[src/rtl/ir_carrier_pkg.sv]
package ir_carrier_pkg;

  localparam int CTRL_W = 8;
  localparam logic [CTRL_W-1:0] CTRL_RST  = 8'h03;
  localparam logic [CTRL_W-1:0] CTRL_MASK = 8'h3F;

  typedef struct packed {
    logic [1:0] rsvd;
    logic [1:0] dp;
    logic       halve;
    logic       off;
    logic [1:0] sel;
  } ir_ctrl_t;

  // Carrier period in clock cycles (clock = 2 x oscillator)
  function automatic int unsigned car_period(input logic [1:0] sel, input logic halve);
    int unsigned base;
    case (sel)
      2'b00:   base = 2;
      2'b01:   base = 16;
      default: base = 24;
    endcase
    return halve ? base * 2 : base;
  endfunction

  // High time of the carrier in clock cycles, placed at the start of a period
  function automatic int unsigned car_high(input logic [1:0] sel, input logic halve);
    int unsigned base;
    case (sel)
      2'b00:   base = 1;
      2'b01:   base = 8;
      2'b10:   base = 12;
      default: base = 8;
    endcase
    return halve ? base * 2 : base;
  endfunction

endpackage

[src/rtl/ir_ctrl_reg.sv]
module ir_ctrl_reg
  import ir_carrier_pkg::*;
(
  input  logic              clk,
  input  logic              rst,
  input  logic              wr_en,
  input  logic [CTRL_W-1:0] wr_data,
  output ir_ctrl_t          ctrl_q,
  output ir_ctrl_t          ctrl_d,
  output logic              restart,
  output logic              halve_flip
);

  always_comb begin
    ctrl_d     = wr_en ? ir_ctrl_t'(wr_data & CTRL_MASK) : ctrl_q;
    restart    = wr_en;
    halve_flip = wr_en && (wr_data[3] != ctrl_q.halve);
  end

  always_ff @(posedge clk) begin
    if (rst) ctrl_q <= ir_ctrl_t'(CTRL_RST);
    else     ctrl_q <= ctrl_d;
  end

  p_rsvd_zero_r2: assert property (@(posedge clk) disable iff (rst)
    $past(wr_en) |-> (ctrl_q.rsvd == 2'b00));

endmodule

[src/rtl/ir_carrier_div.sv]
module ir_carrier_div
  import ir_carrier_pkg::*;
#(
  parameter int CNT_W = 6
) (
  input  logic       clk,
  input  logic       rst,
  input  logic [1:0] sel_q,
  input  logic       halve_q,
  input  logic [1:0] sel_d,
  input  logic       halve_d,
  input  logic       off_d,
  input  logic       restart,
  input  logic       tx_en,
  output logic       carrier_out
);

  logic [CNT_W-1:0] cnt_q, cnt_d, per_m1, high_d;
  logic             wave_d;

  always_comb begin
    per_m1 = CNT_W'(car_period(sel_q, halve_q) - 1);
    high_d = CNT_W'(car_high(sel_d, halve_d));
    if (restart)              cnt_d = '0;
    else if (cnt_q == per_m1) cnt_d = '0;
    else                      cnt_d = cnt_q + 1'b1;
    wave_d = off_d | (cnt_d < high_d);
  end

  always_ff @(posedge clk) begin
    if (rst) begin
      cnt_q       <= '0;
      carrier_out <= 1'b0;
    end else begin
      cnt_q       <= cnt_d;
      carrier_out <= tx_en & wave_d;
    end
  end

  p_cnt_bound_r3: assert property (@(posedge clk) disable iff (rst)
    cnt_q <= per_m1);

  p_restart_zero_r8: assert property (@(posedge clk) disable iff (rst)
    restart |=> (cnt_q == '0));

endmodule

[src/rtl/ir_prescaler.sv]
module ir_prescaler #(
  parameter int TICK_DIV = 16,
  localparam int PRE_W   = $clog2(2 * TICK_DIV)
) (
  input  logic clk,
  input  logic rst,
  input  logic halve_q,
  input  logic clear,
  output logic tick
);

  logic [PRE_W-1:0] pre_q, pre_d, lim_m1;

  always_comb begin
    lim_m1 = halve_q ? PRE_W'(2 * TICK_DIV - 1) : PRE_W'(TICK_DIV - 1);
    if (clear)                pre_d = '0;
    else if (pre_q == lim_m1) pre_d = '0;
    else                      pre_d = pre_q + 1'b1;
  end

  always_ff @(posedge clk) begin
    if (rst) begin
      pre_q <= '0;
      tick  <= 1'b0;
    end else begin
      pre_q <= pre_d;
      tick  <= !clear && (pre_q == lim_m1);
    end
  end

  p_tick_single_r6: assert property (@(posedge clk) disable iff (rst)
    tick |=> !tick);

  p_clear_quiet_r10: assert property (@(posedge clk) disable iff (rst)
    clear |=> !tick);

  p_pre_bound_r10: assert property (@(posedge clk) disable iff (rst)
    pre_q <= lim_m1);

endmodule

[src/rtl/ir_carrier_gen.sv]
module ir_carrier_gen
  import ir_carrier_pkg::*;
#(
  parameter int CNT_W    = 6,
  parameter int TICK_DIV = 16
) (
  input  logic              clk,
  input  logic              rst,
  input  logic              wr_en,
  input  logic [CTRL_W-1:0] wr_data,
  input  logic              tx_en,
  output logic [CTRL_W-1:0] rd_data,
  output logic [1:0]        dp_hi,
  output logic              carrier_out,
  output logic              timer_tick
);

  ir_ctrl_t ctrl_q, ctrl_d;
  logic     restart, halve_flip;

  ir_ctrl_reg u_reg (
    .clk        (clk),
    .rst        (rst),
    .wr_en      (wr_en),
    .wr_data    (wr_data),
    .ctrl_q     (ctrl_q),
    .ctrl_d     (ctrl_d),
    .restart    (restart),
    .halve_flip (halve_flip)
  );

  ir_carrier_div #(.CNT_W(CNT_W)) u_div (
    .clk         (clk),
    .rst         (rst),
    .sel_q       (ctrl_q.sel),
    .halve_q     (ctrl_q.halve),
    .sel_d       (ctrl_d.sel),
    .halve_d     (ctrl_d.halve),
    .off_d       (ctrl_d.off),
    .restart     (restart),
    .tx_en       (tx_en),
    .carrier_out (carrier_out)
  );

  ir_prescaler #(.TICK_DIV(TICK_DIV)) u_pre (
    .clk     (clk),
    .rst     (rst),
    .halve_q (ctrl_q.halve),
    .clear   (halve_flip),
    .tick    (timer_tick)
  );

  assign rd_data = ctrl_q;
  assign dp_hi   = ctrl_q.dp;

  p_tx_low_r9: assert property (@(posedge clk) disable iff (rst)
    !$past(tx_en) |-> !carrier_out);

  p_restart_high_r8: assert property (@(posedge clk) disable iff (rst)
    !$past(rst) && $past(wr_en) && $past(tx_en) |-> carrier_out);

  p_off_high_r4: assert property (@(posedge clk) disable iff (rst)
    !$past(rst) && $past(tx_en) && rd_data[2] |-> carrier_out);

  p_dp_follow_r7: assert property (@(posedge clk) disable iff (rst)
    !$past(rst) && $past(wr_en) |-> (dp_hi == $past(wr_data[5:4])));

endmodule

[config.mk]
export PLATFORM = sky130hd
export DESIGN_NAME = ir_carrier_gen
export DESIGN_NICKNAME = d
export VERILOG_FILES = /design/src/rtl/ir_carrier_pkg.sv /design/src/rtl/ir_ctrl_reg.sv /design/src/rtl/ir_carrier_div.sv /design/src/rtl/ir_prescaler.sv /design/src/rtl/ir_carrier_gen.sv
export SDC_FILE = /design/constraint.sdc
export NUM_CORES = 1
export LEC_CHECK = 0
export BUFFER_PORTS_ARGS = -buffer_cell sky130_fd_sc_hd__buf_2
export CORE_MARGIN = 5
export CORE_UTILIZATION = 53
export DETAILED_ROUTE_END_ITERATION = 10
export HOLD_SLACK_MARGIN = 0.12
export MAX_ROUTING_LAYER = met4
export PLACE_DENSITY = 0.78
export SLEW_MARGIN = 20
export SYNTH_ARGS = -nofsm -noshare
export SYNTH_HDL_FRONTEND = slang
export SYNTH_SLANG_ARGS = --single-unit
[constraint.sdc]
create_clock -name clk -period 3.05 [get_ports clk]
set_input_delay 0.61 -clock clk [delete_from_list [all_inputs] [get_ports clk]]
set_output_delay 0.61 -clock clk [all_outputs]
set_load 0.02 [all_outputs]
==> flow_summary.ini, run 1 <==
[run_status]
status = finished, final reports clean

[floorplanning]
num_rows = 16
dieHeight_um = 55.6
die_x_um = 55.6
initial_core_util_pct = 55.7
die-area_um2 = 3090
pin_count = 24
core_area_um2 = 1980

[cts]
clk_latency_ns = 0.30
post_cts_resized = 0
ctsHtreeMaxLevel = 1
cts_tree = done
postCtsHoldBufs = 0
cts_root_buf = clkbuf_4
post-cts-setup-buffers = 0
cts_sinks = 19
clk_pin_slew_ns = 0.11
clockBufferDepth = 2
cts_made_buffers = 3

[grt]
first_global_vias = 876
antenna_found_initial = 0
grt_max_degree = 15
overflow = 0
grt_first_pass_wirelength_mm = 3.85
grt.total_usage_pct = 15.8

[timing]
slew_violations = 0
setup_viol = 0
worst_clock_skew_ns = 0.00322
rsz0062_at_grt = false
setup_ws_ns = 0.369
period_minus_slack_ns = 2.68
tns_ns = 0
post-route-period-util_pct = 87.9
finalHoldViolations = 0
fmax_ghz = 0.373

[placed_design]
place_congestion = 0.798
hpwl_mm = 1.75
place_ws_ns = 0.402
io_buffers = 19

[job]
maxCapViolations = 0

[yosys]
yosys_warnings = 0
synth_seq_cells = 19
synth_top_area_share_pct = 34.5
synth_area_leader_cell = dfxtp_1
netlist_top_cells_area = dfxtp_1, ha_1, nor2_1
netlist_instances = 130
seq_area_frac_synth_pct = 34.5
avgSynthCellArea_um2 = 8.49
syn-cell-area_um2 = 1100
synth_cell_types = 38

[setup_path]
critical_path_class = flop to flop
critPathLaunchType = flop
cp-end-kind = flop
worst-path-max-fanout = 10
cp_data_arrival_time_ns = 2.93
slowest_delay_ns = 0.52
cpMaxStageDelayCell = dfxtp_1
crit_required_ns = 3.30
path_cells = nor4bb_1 -> a31oi_1 -> o21ai_1 -> a41o_1 -> nor2_1 -> ha_1 -> a211o_1 -> a311oi_1 -> or3_1 -> o311a_1

[finish]
fillers = 196
area_growth_pct = 7.60
diodes = 0
final_cell_mix = buf_2, dfxtp_1, nor2_1, a21oi_1
drive_gt1_share_pct = 16.8
final_util_pct = 59.9
nets = 162

[route]
wl_per_cell_um = 13.4
dr.pass1.iters = 4
wl_mm = 2.28
route.antenna.remaining_nets = 0
via_count = 955
drc = 0
viasPerCell = 5.62
drt_iter0_drc = 14

[pwr]
power.density_nw_per_um2 = 405
p_leak_nw = 0.511
ir_drop_v = 0.000280

[min_path]
worstHoldPathType = flop to flop
-- critical path: cells and delay by family (launching register included) --
kind	cells	cell delay, ns
AOI/OAI and AO/OA	6	1.26
adders and majority gates	1	0.33
DFF	1	0.52
and+or+nand+nor	3	0.52
-- registers in the layout, summed over array words and instances (netlist names) --
name	cells
u_pre.tick	1
u_div.cnt_q	6
u_pre.pre_q	5
u_reg.ctrl_q	6
u_div.carrier_out	1
-- cells in the mapped netlist (all sizes together) --
master,n
a211o,3
a21boi,1
a21o,1
a21oi,8
a311oi,1
a31oi,1
a32oi,1
a41o,1
buf,8
clkbuf,4
conb,1
dfxtp,19
ha,6
inv,5
mux2i,4
nand2,4
nand2b,3
nand3,5
nand3b,1
nor2,17
nor2b,5
nor3,7
nor3b,2
nor4,1
nor4bb,1
o21a,1
o21ai,3
o2bb2ai,1
o311a,1
o31a,1
o31ai,1
or2b,1
or3,1
or4b,1
xnor2,7
xor2,2
-- worst paths after layout --
kind / slack (ns) / endpoint / from / cells past startpoint
hold reg to reg: 0.46 / u_pre.pre_q[0]$_SDFF_PP0_ / u_pre.pre_q[0]$_SDFF_PP0_ / 1
setup reg to reg: 0.37 / u_div.carrier_out$_SDFF_PP0_ / u_reg.ctrl_q[0]$_SDFF_PP1_ / 10
setup / recovery: 0.37 / u_div.carrier_out$_SDFF_PP0_ / u_reg.ctrl_q[0]$_SDFF_PP1_ / 10
hold / removal: 0.46 / u_pre.pre_q[0]$_SDFF_PP0_ / u_pre.pre_q[0]$_SDFF_PP0_ / 1
-- routing by layer --
metal	share of wire, %	track usage, %
met1	45	18.3
met2	47	26.2
met3	6.8	4.18
met4	1.1	5.56
met5	0	-
-- report_power, final --
group	leakage, nW	internal, mW	switching, mW
Sequential	0.155	0.258	0.0130
Combinational	0.340	0.0344	0.0468
Clock	0.0150	0.0510	0.0779
Total	0.511	0.344	0.138
-- kinds of logic (layout without fill, tap and decap cells) --
group / after synthesis / in the layout / synth area share (%)
fa+ha+maj: 6 / 6 / 6.80
flops: 19 / 19 / 34.5
compound gates: 25 / 25 / 15.6
xor+xnor: 9 / 9 / 7.14
buf+inv: 17 / 29 / 9.18
simple gates: 49 / 49 / 22.8
mux: 4 / 4 / 3.63
other cells: 1 / 2 / 0.340
-- stage by stage --
step / instances / instance area (um2) / hold WS, ns / total power [mW]
finish: 170 / 1190 / 0.464 / 0.481
detailed placement: 166 / 1160 / 0.451 / 0.358
CTS: 170 / 1190 / 0.467 / 0.485
floorplan: 131 / 1110 / 0.418 / 0.340
global placement: 166 / 1160 / 0.430 / 0.354
global route: 170 / 1190 / 0.493 / 0.508
-- area by class of cell --
class / instances / area [um2] / area share (%)
Multi-Input combinational cell: 95 / 626 / 52.7
Sequential cell: 19 / 380 / 32.0
Timing Repair Buffer: 20 / 103 / 8.64
Tap cell: 27 / 33.8 / 2.85
Clock buffer: 4 / 26.3 / 2.21
Inverter: 5 / 18.8 / 1.58
Power figures use the tool's default switching activity.
==> run 2, diff against run 1 <==
--- a/config.mk
+++ b/config.mk
@@ -6,6 +6,7 @@
 export NUM_CORES = 1
 export LEC_CHECK = 0
 export BUFFER_PORTS_ARGS = -buffer_cell sky130_fd_sc_hd__buf_2
+export CORE_ASPECT_RATIO = 0.9
 export CORE_MARGIN = 5
 export CORE_UTILIZATION = 53
 export DETAILED_ROUTE_END_ITERATION = 10
@@ -15,4 +16,5 @@
 export SLEW_MARGIN = 20
 export SYNTH_ARGS = -nofsm -noshare
 export SYNTH_HDL_FRONTEND = slang
+export SYNTH_HIERARCHICAL = 1
 export SYNTH_SLANG_ARGS = --single-unit
==> run 2 against run 1 <==
Effect of this change:
- fmax grew 0.75%
- global-route usage grew 0.88 points
- via count shrank 5.2%
- highest routed layer unchanged
- total power grew 6.4%
- sequential power grew 9.6%
- critical path depth is the same
- register-to-register slack gained 0.02 ns
- clock skew is essentially flat
==> flow_summary.ini, run 2 <==
[grt]
grt.total_usage_pct = 16.7
antenna_found_initial = 0
first_global_vias = 907
met2_usage_pct = 29.2
grt_max_degree = 19
overflow = 0
use_met1_pct = 19.5
grt_first_pass_wirelength_mm = 3.86
grt-busiest-layer = met2
use_met3_pct = 2.64

[pwr]
power.density_nw_per_um2 = 414
p_leak_nw = 0.541
p_total_mw = 0.512
ir_drop_v = 0.000299

[placed_design]
io_buffers = 21
place_congestion = 0.720
hpwl_mm = 1.65

[timing]
post-route-period-util_pct = 87.2
tightest_slew_ns = 0.340
relSlewSlack_pct = 77.3
hold_slack_ns = 0.461
fmax_ghz = 0.376
setup_viol = 0
worst_clock_skew_ns = 0.00333
tns_ns = 0
rsz0062_at_grt = false
slew_violations = 0
finalHoldViolations = 0
period_minus_slack_ns = 2.66

[setup_path]
critical_path_class = flop to flop
crit_buf_inv = 0
worst-path-max-fanout = 11
cp_data_arrival_time_ns = 2.91
cpMostUsedCell = a21o_1
critPathLaunchType = flop
cp_top_family = compound AO/OA/AOI/OAI gates
slowest_delay_ns = 0.58
cp-end-kind = flop
crit_required_ns = 3.30
path_cells = or4b_1 -> o31ai_2 -> a31oi_1 -> a21oi_4 -> nor2_1 -> ha_1 -> a21o_1 -> a21oi_1 -> a21o_1 -> o311a_1
cpMaxStageDelayCell = or4b_1

[route]
drt_iter0_drc = 13
viasPerCell = 5.59
via_count = 905
wl_mm = 2.25
dr.pass1.iters = 6
drc = 0
wl_per_cell_um = 13.9
route.antenna.remaining_nets = 0

[cts]
ctsHtreeMaxLevel = 1
cts_sinks = 21
cts_root_buf = clkbuf_4
cts_tree = done
post_cts_resized = 0
cts_made_buffers = 3
post-cts-setup-buffers = 0
clockBufferDepth = 2
clk_pin_slew_ns = 0.12
postCtsHoldBufs = 0
clk_latency_ns = 0.29

[finish]
area_growth_pct = 10.5
drive_gt1_share_pct = 26.3
largest_reg_flops = 8
diodes = 0
final_cell_mix = buf_2, dfxtp_1, nor2_1, nor2b_1, nor3_1
top_register = u_reg/ctrl_q
nets = 156
reg.largest.list = u_reg/ctrl_q: 8 flops, u_div/cnt_q: 6 flops, u_pre/pre_q: 5 flops

[yosys]
seq_area_frac_synth_pct = 37.5
synth_top_area_share_pct = 37.5
netlist_top_cells_area = dfxtp_1, ha_1, nor2b_1
synth_area_leader_cell = dfxtp_1
syn-cell-area_um2 = 1120
yosysMostFrequentCell = dfxtp_1
yosys_warnings = 6
synthesis.nets = 135
avgSynthCellArea_um2 = 9.57
synthTopCellsByCount = dfxtp_1, nor2_1, nor2b_1
synth_cell_types = 36
async_reset_ff_share_pct = 0
synth_seq_cells = 21
netlist_instances = 117
ys.flop_type = dfxtp_1
synth-edff-count = 0

[floorplanning]
die-area_um2 = 3130
dieHeight_um = 53.6
num_rows = 15
initial_core_util_pct = 56.8
die_x_um = 58.5
pin_count = 24
core_area_um2 = 1970

[job]
maxCapViolations = 0

[run_status]
status = finished, final reports clean

[min_path]
worstHoldPathType = flop to flop
-- run 2: cell count changes after synthesis, moves of 3 or more --
cell / change
xor2_1: +4
xnor2_1: -3
nor2_1: -3
buf_4: -3
mux2i_1: -4
a21oi_1: -7
clkbuf_1: -4
nor2b_1: +4
mux2_2: +4
a211o_1: -3
inv_1: -3
-- run 2: layout make-up --
cell class,count,area (um2)
repair buffers,21,105
flip-flops and latches,21,420
fillers,181,733
clock buffers,4,26.3
inverters,2,7.51
well taps,25,31.3
multi-input cells,89,647
-- run 2: logic make-up (layout without fill, tap and decap cells) --
family	after synthesis	after routing	share of synthesized area, %
flops	21	21	37.5
simple gates	54	54	26.6
fa+ha+maj	6	6	6.70
xor+xnor	10	10	7.82
compound gates	13	13	9.94
mux	6	6	6.70
buf+inv	7	27	4.69
-- run 2: metrics by stage --
stage | cells | area, um2 | setup WS, ns | util [%]
after global placement | 158 | 1210 | 0.453 | 61.5
after CTS | 162 | 1240 | 0.396 | 62.8
after global routing | 162 | 1240 | 0.188 | 62.8
after detailed placement | 158 | 1210 | 0.422 | 61.5
final | 162 | 1240 | 0.389 | 62.8
after floorplan | 117 | 1120 | 0.524 | -
-- run 2: worst paths after layout --
path | cells after the start | endpoint | from | slack (ns)
worst min register to register | 1 | u_pre/pre_q[0]$_SDFF_PP0_ | u_pre/pre_q[0]$_SDFF_PP0_ | 0.46
worst min-delay path | 1 | u_pre/pre_q[0]$_SDFF_PP0_ | u_pre/pre_q[0]$_SDFF_PP0_ | 0.46
worst max register to register | 10 | u_div/carrier_out$_SDFF_PP0_ | u_reg/ctrl_q[3]$_SDFF_PP0_ | 0.39
worst max-delay path | 10 | u_div/carrier_out$_SDFF_PP0_ | u_reg/ctrl_q[3]$_SDFF_PP0_ | 0.39
-- run 2: power by group --
part,leakage [nW],switching (mW),internal (mW)
registers,0.172,0.0119,0.285
clock network,0.0150,0.0807,0.0508
logic,0.355,0.0463,0.0379
total,0.541,0.139,0.373
-- run 2: per-layer routing --
| metal | part of all wire, % | wire, um | up-vias |
|---|---|---|---|
| li1 | - | - | 451 |
| met1 | 45 | 1020 | 413 |
| met2 | 45 | 1020 | 37 |
| met3 | 8.0 | 179 | 4 |
| met4 | 1.3 | 29 | 0 |
| met5 | 0 | 0 | - |
==> run 3, diff against run 2 <==
--- a/config.mk
+++ b/config.mk
@@ -5,14 +5,14 @@
 export SDC_FILE = /design/constraint.sdc
 export NUM_CORES = 1
 export LEC_CHECK = 0
+export ABC_CLOCK_PERIOD_IN_PS = 3100
 export BUFFER_PORTS_ARGS = -buffer_cell sky130_fd_sc_hd__buf_2
-export CORE_ASPECT_RATIO = 0.9
 export CORE_MARGIN = 5
-export CORE_UTILIZATION = 53
+export CORE_UTILIZATION = 57
 export DETAILED_ROUTE_END_ITERATION = 10
 export HOLD_SLACK_MARGIN = 0.12
 export MAX_ROUTING_LAYER = met4
-export PLACE_DENSITY = 0.78
+export PLACE_DENSITY = 0.83
 export SLEW_MARGIN = 20
 export SYNTH_ARGS = -nofsm -noshare
 export SYNTH_HDL_FRONTEND = slang
==> constraint.sdc (replaced) <==
create_clock -name clk -period 3.1 [get_ports clk]
set_input_delay 0.62 -clock clk [delete_from_list [all_inputs] [get_ports clk]]
set_output_delay 0.62 -clock clk [all_outputs]
set_load 0.02 [all_outputs]
==> run 3 against run 2 <==
Effect of this change:
- combinational power down 2%
- register-to-register slack better by 0.04 ns
- cell count up 1.2%
- die area down 5.8%
- core utilization up 1.7 points
- sequential share of layout area down 0.068 points
- count of clock-buffer cells in the layout unchanged
- first-iteration DRC count up 38%
- fmax down 0.30%
- total power down 1.4%
- final area up 0.20%
- sequential power down 2%
- critical path type unchanged
- largest power group unchanged
- highest routed layer unchanged
==> flow_summary.ini, run 3 (synthesis results as in run 2) <==
[floorplanning]
pin_count = 24
dieHeight_um = 54.3
num_rows = 16
die-area_um2 = 2950
initial_core_util_pct = 58.3
die_x_um = 54.3
core_area_um2 = 1920

[route]
via_count = 856
wl_mm = 2.16
drt_iter0_drc = 18
drc = 0
wl_per_cell_um = 13.2
route.antenna.remaining_nets = 0
viasPerCell = 5.22
dr.pass1.iters = 4

[timing]
slew_violations = 0
finalHoldViolations = 0
post-route-period-util_pct = 86.1
fmax_ghz = 0.375
period_minus_slack_ns = 2.67
rsz0062_at_grt = false
worst_clock_skew_ns = 0.0119
setup_viol = 0
tns_ns = 0
tightest_slew_ns = 0.355
relSlewSlack_pct = 76.3

[cts]
ctsHtreeMaxLevel = 1
cts_sinks = 21
cts_root_buf = clkbuf_4
clockBufferDepth = 2
cts_tree = done
post-cts-setup-buffers = 0
post_cts_resized = 0
clk_latency_ns = 0.31
clk_pin_slew_ns = 0.12
cts_made_buffers = 3
postCtsHoldBufs = 0

[setup_path]
cp.depth = 10
reg2reg_to = u_div/carrier_out$_SDFF_PP0_
cpMaxStageDelayCell = or4b_1
r2r_cells = 10
worst-path-max-fanout = 11
cp-endpoint = u_div/carrier_out$_SDFF_PP0_
cp_data_arrival_time_ns = 2.92
cp-startpoint = u_reg/ctrl_q[3]$_SDFF_PP0_
r2r_slack_ns = 0.43
rr_startpoint = u_reg/ctrl_q[3]$_SDFF_PP0_
slowest_delay_ns = 0.57
crit_required_ns = 3.35
critical_path_class = flop to flop
cp_top_family = compound AO/OA/AOI/OAI gates
crit_buf_inv = 0
cpMostUsedCell = a21o_1
critPathLaunchType = flop
cp-end-kind = flop
path_cells = or4b_1 -> o31ai_2 -> a31oi_1 -> a21oi_4 -> nor2_1 -> ha_1 -> a21o_1 -> a21oi_1 -> a21o_1 -> o311a_1

[pwr]
p_leak_nw = 0.541
p_int_mw = 0.368
combPwrFrac_pct = 16.3
p_seq_share_pct = 57.7
ir_drop_v = 0.000325
p_sw_mw = 0.137
power.density_nw_per_um2 = 407
sw_frac_of_total_pct = 27.2
p_clk_share_pct = 26.0

[finish]
area_growth_pct = 10.7
diodes = 0
drive_gt1_share_pct = 26.3
nets = 156
stdcell_area_um2 = 1240
largest_reg_flops = 8
final_cell_mix = buf_2, dfxtp_1, nor2_1, nor2b_1, nor3_1
reg.largest.list = u_reg/ctrl_q: 8 flops, u_div/cnt_q: 6 flops, u_pre/pre_q: 5 flops
top_register = u_reg/ctrl_q

[min_path]
hp-start = u_pre/pre_q[0]$_SDFF_PP0_
worstHoldPathType = flop to flop

[job]
maxCapViolations = 0

[grt]
overflow = 0
antenna_found_initial = 0
grt_max_degree = 19
first_global_vias = 824
grt.total_usage_pct = 17.2
grt_first_pass_wirelength_mm = 3.48

[placed_design]
hpwl_mm = 1.61
io_buffers = 21
placedInstanceArea_um2 = 1210
place_congestion = 0.759

[run_status]
status = finished, final reports clean
## run 3: cell counts in the layout (fill, tap and decap cells not counted)
Identical to the previous run, type by type.
## run 3: worst min-delay path by stage
stage                                      to  cells after the start
floorplan           u_pre/pre_q[0]$_SDFF_PP0_                      1
global placement    u_pre/pre_q[0]$_SDFF_PP0_                      1
detailed placement  u_pre/pre_q[0]$_SDFF_PP0_                      1
CTS                 u_pre/pre_q[0]$_SDFF_PP0_                      1
global route        u_pre/pre_q[0]$_SDFF_PP0_                      1
finish              u_pre/pre_q[0]$_SDFF_PP0_                      1
## run 3: power groups by stage
stage	logic [mW]	registers [mW]	clock network, mW
after floorplan	0.0551	0.302	0
after global placement	0.0792	0.296	0
after detailed placement	0.0823	0.297	0
after CTS	0.0827	0.291	0.137
after global routing	0.0903	0.293	0.153
final	0.0823	0.291	0.131
## run 3: metrics by stage
step	instances	setup slack (ns)	utilization, %	hold slack [ns]	total power, mW
6_report	164	0.431	64.5	0.456	0.505
5_1_grt	164	0.316	64.5	0.498	0.536
4_1_cts	164	0.430	64.5	0.459	0.511
3_5_place_dp	160	0.460	63.2	0.441	0.380
3_3_place_gp	160	0.507	63.2	0.433	0.376
2_1_floorplan	117	0.574	-	0.418	0.357
## run 3: routing by layer
| metal | track usage [%] | vias to the layer above | wire length [um] |
|---|---|---|---|
| li1 | - | 450 | - |
| met1 | 18.2 | 384 | 967 |
| met2 | 28.9 | 18 | 1070 |
| met3 | 4.90 | 4 | 88 |
| met4 | 8.71 | 0 | 32 |
| met5 | - | - | 0 |
## run 3: cell type report
class,count,area (um2)
fillers,175,682
flip-flops and latches,21,420
inverters,2,7.51
repair buffers,21,105
well taps,27,33.8
clock buffers,4,26.3
multi-input cells,89,647
